===== config.mk =====
export PLATFORM = sky130hd
export DESIGN_NAME = beam_tdc
export DESIGN_NICKNAME = d
export VERILOG_FILES = /design/src/rtl/tdc_pkg.sv /design/src/rtl/tdc_sync.sv /design/src/rtl/tdc_bin_counter.sv /design/src/rtl/tdc_capture.sv /design/src/rtl/beam_tdc.sv
export SDC_FILE = /design/constraint.sdc
export NUM_CORES = 1
export LEC_CHECK = 0
export BUFFER_PORTS_ARGS = -buffer_cell sky130_fd_sc_hd__buf_4
export CORE_MARGIN = 4
export CORE_UTILIZATION = 40
export CTS_CLUSTER_DIAMETER = 80
export DETAILED_ROUTE_END_ITERATION = 10
export MAX_ROUTING_LAYER = met4
export SYNTH_ARGS = -nofsm -noshare
export SYNTH_HDL_FRONTEND = slang
export SYNTH_SLANG_ARGS = --single-unit

===== constraint.sdc =====
create_clock -name clk -period 3.1 [get_ports clk]
set_input_delay 0.465 -clock clk [delete_from_list [all_inputs] [get_ports clk]]
set_output_delay 0.465 -clock clk [all_outputs]
set_load 0.01 [all_outputs]

===== src/rtl/tdc_pkg.sv =====
package tdc_pkg;
   localparam int DEF_CHANNELS = 32;
   localparam int DEF_BIN_W    = 6;
   localparam int DEF_SYNC     = 2;

   function automatic logic rising(input logic prev, input logic cur);
      return cur & ~prev;
   endfunction
endpackage


===== src/rtl/tdc_sync.sv =====
module tdc_sync
   import tdc_pkg::*;
#(
   parameter int STAGES = DEF_SYNC
) (
   input  logic clk,
   input  logic rst_n,
   input  logic din,
   output logic rise
);
   logic [STAGES:0] chain;

   always_ff @(posedge clk or negedge rst_n) begin
      if (!rst_n) chain <= '0;
      else        chain <= {chain[STAGES-1:0], din};
   end

   assign rise = rising(chain[STAGES], chain[STAGES-1]);
endmodule


===== src/rtl/tdc_bin_counter.sv =====
module tdc_bin_counter #(
   parameter int BIN_W = 6
) (
   input  logic             clk,
   input  logic             rst_n,
   input  logic             mark,
   output logic [BIN_W-1:0] cur_bin
);
   localparam logic [BIN_W-1:0] TOP = '1;
   localparam logic [BIN_W-1:0] ONE = BIN_W'(1);

   logic [BIN_W-1:0] bin_q;

   assign cur_bin = mark ? '0 : bin_q;

   always_ff @(posedge clk or negedge rst_n) begin
      if (!rst_n)           bin_q <= '0;
      else if (mark)        bin_q <= ONE;
      else if (bin_q != TOP) bin_q <= bin_q + ONE;
   end
endmodule


===== src/rtl/tdc_capture.sv =====
module tdc_capture #(
   parameter int BIN_W = 6
) (
   input  logic             clk,
   input  logic             rst_n,
   input  logic             mark,
   input  logic             rise,
   input  logic [BIN_W-1:0] cur_bin,
   output logic             hit_o,
   output logic [BIN_W-1:0] val_o
);
   logic             hit_q;
   logic [BIN_W-1:0] val_q;

   always_ff @(posedge clk or negedge rst_n) begin
      if (!rst_n) begin
         hit_q <= 1'b0;
         val_q <= '0;
         hit_o <= 1'b0;
         val_o <= '0;
      end else if (mark) begin
         hit_o <= hit_q;
         val_o <= val_q;
         hit_q <= rise;
         val_q <= rise ? cur_bin : '0;
      end else if (rise && !hit_q) begin
         hit_q <= 1'b1;
         val_q <= cur_bin;
      end
   end
endmodule


===== src/rtl/beam_tdc.sv =====
module beam_tdc
   import tdc_pkg::*;
#(
   parameter int N_CH        = DEF_CHANNELS,
   parameter int BIN_W       = DEF_BIN_W,
   parameter int SYNC_STAGES = DEF_SYNC
) (
   input  logic                  clk,
   input  logic                  rst_n,
   input  logic                  cross_mark,
   input  logic [N_CH-1:0]       disc_in,
   output logic                  data_valid,
   output logic [N_CH-1:0]       trig_word,
   output logic [N_CH-1:0]       tdc_valid,
   output logic [N_CH*BIN_W-1:0] tdc_vals
);
   localparam int VALS_W = N_CH * BIN_W;

   generate
      if (N_CH < 1)       $error("beam_tdc: N_CH must be at least 1");
      if (BIN_W < 1)      $error("beam_tdc: BIN_W must be at least 1");
      if (SYNC_STAGES < 2) $error("beam_tdc: SYNC_STAGES must be at least 2");
      if (VALS_W < 1)     $error("beam_tdc: empty time vector");
   endgenerate

   logic [BIN_W-1:0] cur_bin;
   logic [N_CH-1:0]  rise;
   logic [N_CH-1:0]  hit;

   tdc_bin_counter #(.BIN_W(BIN_W)) i_counter (
      .clk     (clk),
      .rst_n   (rst_n),
      .mark    (cross_mark),
      .cur_bin (cur_bin)
   );

   for (genvar ch = 0; ch < N_CH; ch++) begin : g_chan
      tdc_sync #(.STAGES(SYNC_STAGES)) i_sync (
         .clk   (clk),
         .rst_n (rst_n),
         .din   (disc_in[ch]),
         .rise  (rise[ch])
      );
      tdc_capture #(.BIN_W(BIN_W)) i_cap (
         .clk     (clk),
         .rst_n   (rst_n),
         .mark    (cross_mark),
         .rise    (rise[ch]),
         .cur_bin (cur_bin),
         .hit_o   (hit[ch]),
         .val_o   (tdc_vals[BIN_W*ch +: BIN_W])
      );
   end

   assign trig_word = hit;
   assign tdc_valid = hit;

   always_ff @(posedge clk or negedge rst_n) begin
      if (!rst_n) data_valid <= 1'b0;
      else        data_valid <= cross_mark;
   end
endmodule


; Word level (Yosys, flattened, before mapping)
; Cells that the tools add are included.
[op_classes]
addsub = 1
mul = 0
n_div = 0
n_lt_le_gt_ge = 0
n_eq_ne = 1
n_shift = 0
n_mux = 163
n_bitwise = 64
reduce_logical = 97
[op_table]
columns = op, count
row1 = 6-bit two-way mux, 99
row2 = 2-bit nonzero test, 33
row3 = 1-bit two-way mux, 64
row4 = 1-bit AND, 32
row5 = 1-bit logical AND, 32
row6 = 1-bit zero test, 32
row7 = 1-bit NOT, 32
row8 = "6-bit by 1-bit adder with 6-bit output, second input constant", 1
row9 = "6-bit inequality test, second input constant", 1
[totals]
reg_bits = 551
latch_bits = 0
mem_bits_rw = 0
rom_bits = 0
in_bits = 35
out_inout_bits = 257
elab_cells = 488
n_memories = 0

; Logic depth before layout (Yosys ltp)
[depth]
word_depth = 5
mapped_depth = 5
depth_no_buf = 4

; Modules after synthesis
; A second synthesis with hierarchy kept.
[unflattened]
hier_cells = 1570
hier_area_um2 = 21389.3
[by_module_without_submodules]
columns = module, instances, cells_each, area_per_inst_um2, seq_area_each_um2
row1 = tdc_capture, 32, 43, 560.5, 350.3
row2 = tdc_sync, 32, 4, 88.8, 75.1
row3 = tdc_bin_counter, 1, 33, 344.1, 150.1
row4 = beam_tdc, 1, 33, 265.3, 25.0

; Worst setup path before layout
; Ideal clock, no wire load.
[synth_timing]
kind = in2reg
from = in cross_mark
to = reg i_counter.bin_q[1]
setup_time_ns = 0.125
arrival_time_ns = 1.359
required_time_ns = 2.975
setup_slack_ns = 1.616
path_stages = 4
path_buffers = 1
path_cell_list = buf_4 nand4b_1 nor2_2 mux2_2
[synth_via]
elab_chain_cells = 1
word_cells_on_any_way = 2
classes_between = mux (1) / reduce/logical (1)
[synth_lines]
columns = element, line
row1 = "start, declared", beam_tdc.sv:10  ; input logic cross_mark,
row2 = 6-bit two-way mux or 2-bit nonzero test (tied branches), n/a
row3 = "end signal, assigned", tdc_bin_counter.sv:19  ; else if (bin_q != TOP) bin_q <= bin_q + ONE;
row4 = "end, declared", tdc_bin_counter.sv:12  ; logic [BIN_W-1:0] bin_q;
; Parallel ways exist; a longest one is shown, timed or not.
; A chain may end at the register's enable or synchronous reset.

; Worst setup path after layout
[layout_timing]
from = reg i_counter.bin_q[2]
to = reg g_chan[28].i_cap.val_q[2]
[layout_via]
elab_chain_cells = 3
word_cells_on_any_way = 4
classes_between = mux (4)
[layout_lines]
columns = element, line
row1 = 6-bit two-way mux (*), tdc_bin_counter.sv:14  ; assign cur_bin = mark ? '0 : bin_q;
row2 = "6-bit two-way mux, on equally long branches", "tdc_capture.sv:26, tdc_capture.sv:25"
row3 = 6-bit two-way mux (*), tdc_capture.sv:21  ; end else if (mark) begin
row4 = "end signal, assigned", tdc_capture.sv:25  ; val_q <= rise ? cur_bin : '0;
row5 = "end signal, assigned", tdc_capture.sv:28  ; val_q <= cur_bin;
row6 = "end, declared", tdc_capture.sv:13  ; logic [BIN_W-1:0] val_q;
; Mark *: on every way between the ends. The rest lies on a longest branch, timed or not. The select of a mux whose other input is x is not followed.

==> reports/qor.yml <==
worst_ep_arrival_time_ns: 2.33
fin_ws_ns: 1.29
p_sw_mw: 3.85
p_seq_share_pct: 48.3
dr.pass1.iters: 4
layout-drive-gt1-share_pct: 54.0
seq_area_frac_synth_pct: 66.7
cts_tree: "built"
numPortBuffers: 291
die_area_um2: 55400
cts_resized: 0
drc_errors: 0
cts_buffers: 59
drt_iter0_drc: 487
finalSetupViolations: 0
instances_no_fill: 2260
path_max_fanout: 17
start_kind: "register"
synthCells: 1238
globalplace.congestion: 0.725
drt-total-wl_mm: 44.3
hold_class: "reg -> reg"
clock_sinks: 551
fin_crit_ns: 1.81
max_slew_margin_pct: 21.3
p_int_mw: 12.7
dpl.cell_count: 2122
syn_nets: 1274
cts.path.max_buffers: 3
hold_viol_final: 0
status: "finished, final reports clean"
grtUsageTotal_pct: 16.6
clock_latency_ns: 0.60
min_path_cells: 0
worst_slew_pin_slew_ns: 1.18
required_ns: 3.63
htree_levels: 2
ant_nets: 0
p_sw_share_pct: 23.3
cts-root-buf: "clkbuf_16"
vias_per_cell: 4.81
die_w_um: 235
postSynthAreaPerCell_um2: 16.7
cts_setup_buffers: 0
slew_violations: 0
rsz0062_at_grt: "false"
finalSetupTns_ns: 0
nNetsFinal: 1572
initial_core_util_pct: 40.4
pwr_density_cell_nw_per_um2: 647
die_y_um: 235
grt_pass1_vias: 11678
ios: 292
grt_pass1_wl_mm: 70.6
wire_per_inst_um: 19.6
dp_hpwl_mm: 28.5
yosys_warnings: 0
maxCapViolCount: 0
clock_power_share_pct: 41.7
ir_worst_vdd_mv: 0.438
static-leakage-power_nw: 12.7
rows: 83
fin_crit_sh_pct: 58.3
core-area_um2: 51200
area_delta_synth_final_pct: 23.5
grt_max_degree: 94
finClkSkew_ns: 0.0164
grt_antenna_before_repair: 5
clock.fmax_ghz: 0.553
clkSlewWorstSetupHoldPaths_ns: 0.06
worstSetupPathType: "reg -> reg"
power_frac_comb_pct: 10.0
ys_seq_elements: 551
synth_cell_types: 25
gr-total-overflow: 0
place_ws_ns: 0.873
netlist_area_um2: 20700
vias: 10874
worst_setup_path_end_kind: "register"
r2r_cells: 3
n_fill_cell: 4347
## path summary, 6_finish.rpt
path                                       startpoint                    endpoint  slack [ns]
max                                i_counter.bin_q[2]   g_chan[28].i_cap.val_q[2]        1.29
min                        g_chan[18].i_sync.chain[0]  g_chan[18].i_sync.chain[1]        0.34
max reg2reg                        i_counter.bin_q[2]   g_chan[28].i_cap.val_q[2]        1.29
min reg2reg                g_chan[18].i_sync.chain[0]  g_chan[18].i_sync.chain[1]        0.34
max in group asynchronous                       rst_n   g_chan[5].i_sync.chain[0]        1.60
min in group asynchronous                       rst_n   g_chan[29].i_cap.val_q[2]        0.47
## synthesized netlist by cell type
| cell | count | share of area [%] |
|---|---|---|
| a21oi_1 | 2 | 0.048 |
| ha_1 | 1 | 0.061 |
| mux2_1 | 11 | 0.60 |
| nor3b_1 | 1 | 0.036 |
| mux2_2 | 407 | 22 |
| clkbuf_1 | 8 | 0.15 |
| buf_6 | 2 | 0.11 |
| nor2b_1 | 6 | 0.18 |
| mux2i_1 | 1 | 0.048 |
| dfrtp_1 | 551 | 67 |
| and3_1 | 1 | 0.030 |
| inv_1 | 65 | 1.2 |
| nand4b_1 | 1 | 0.042 |
| nor2_1 | 1 | 0.018 |
| nor2_2 | 1 | 0.030 |
| nand2_1 | 1 | 0.018 |
| nand3_1 | 3 | 0.073 |
| o2bb2ai_1 | 32 | 1.4 |
| a31oi_4 | 32 | 3.3 |
| a31oi_1 | 1 | 0.030 |
| a211o_1 | 1 | 0.042 |
| nor3_1 | 2 | 0.048 |
| buf_4 | 90 | 3.3 |
| buf_2 | 16 | 0.39 |
| o22a_1 | 1 | 0.042 |
## cells in the final DEF (no fill, tap or decap), types with 3 or more instances in the layout
cell / count
mux2_1: 11
inv_6: 3
nand3_1: 3
o2bb2ai_1: 32
clkbuf_8: 13
inv_1: 65
mux2_2: 407
dfrtp_1: 551
buf_12: 8
clkbuf_16: 61
clkinv_2: 6
nor2b_4: 5
a31oi_4: 32
clkbuf_1: 17
dlygate4sd3_1: 33
bufinv_16: 3
buf_4: 310
## what timing repair did
item / 4_1_cts / 5_1_grt
endpoints found under the hold margin: 86 / 0
setup endpoints to repair: 0 / 0
hold buffers: 33 / 0
## kinds of logic (layout without fill, tap and decap cells)
family / after synthesis / after routing / share of synthesized area [%]
adder cells (fa/ha/maj): 1 / 1 / 0.0605
AO/OA/AOI/OAI: 69 / 69 / 4.81
other: 0 / 2 / 0
multiplexers: 419 / 419 / 22.8
AND/OR/NAND/NOR: 17 / 17 / 0.478
flip-flops: 551 / 551 / 66.7
buffers and inverters: 181 / 521 / 5.09
## per-layer routing
metal  up-vias  wire length (um)  global-route usage (%)
met4         0               700                    3.51
met2       244             20800                    25.6
met3        57              2390                    3.99
met1      5736             20400                    22.7
met5         -                 0                       -
li1       4837                 -                       -
## area by class of cell
class	count	area, um^2	share of cell area [%]
Multi-Input combinational cell	506	5870	23.0
Sequential cell	551	13800	54.0
Timing Repair Buffer	353	2850	11.2
Antenna cell	2	5.00	0.0196
Clock buffer	91	1770	6.93
Inverter	65	244	0.956
Tap cell	680	851	3.33
Clock inverter	12	146	0.574
## critical path: stages (launching register included)
cell and delay (ns):
dfrtp_1 0.47, nor2b_4 0.60, buf_4 0.42, mux2_2 0.22
## per-stage QoR
| stage | hold WS, ns | util, % | area [um^2] | power (mW) |
|---|---|---|---|---|
| after global routing | 0.351 | 49.8 | 25500 | 17.2 |
| final | 0.344 | 49.8 | 25500 | 16.5 |
| after detailed placement | 0.335 | 45.4 | 23300 | 9.77 |
| after global placement | 0.333 | 45.4 | 23300 | 9.73 |
| after CTS | 0.348 | 49.8 | 25500 | 16.8 |
| after floorplan | 0.169 | - | 20700 | 8.99 |
## power groups by stage
stage / Clock [mW] / Combinational [mW] / Sequential [mW]
final: 6.88 / 1.65 / 7.98
after global routing: 7.41 / 1.79 / 8.04
after CTS: 7.11 / 1.69 / 7.99
after detailed placement: 0 / 1.65 / 8.12
after global placement: 0 / 1.62 / 8.11
after floorplan: 0 / 0.921 / 8.07
## sequential cells by signal, indices dropped and copies added, names as in the netlist
name                 flops
g_chan.i_cap.val_o     192
i_counter.bin_q          6
g_chan.i_cap.hit_o      32
g_chan.i_cap.hit_q      32
data_valid               1
g_chan.i_sync.chain     96
g_chan.i_cap.val_q     192
Note: power is estimated with default switching activity, not from simulation.
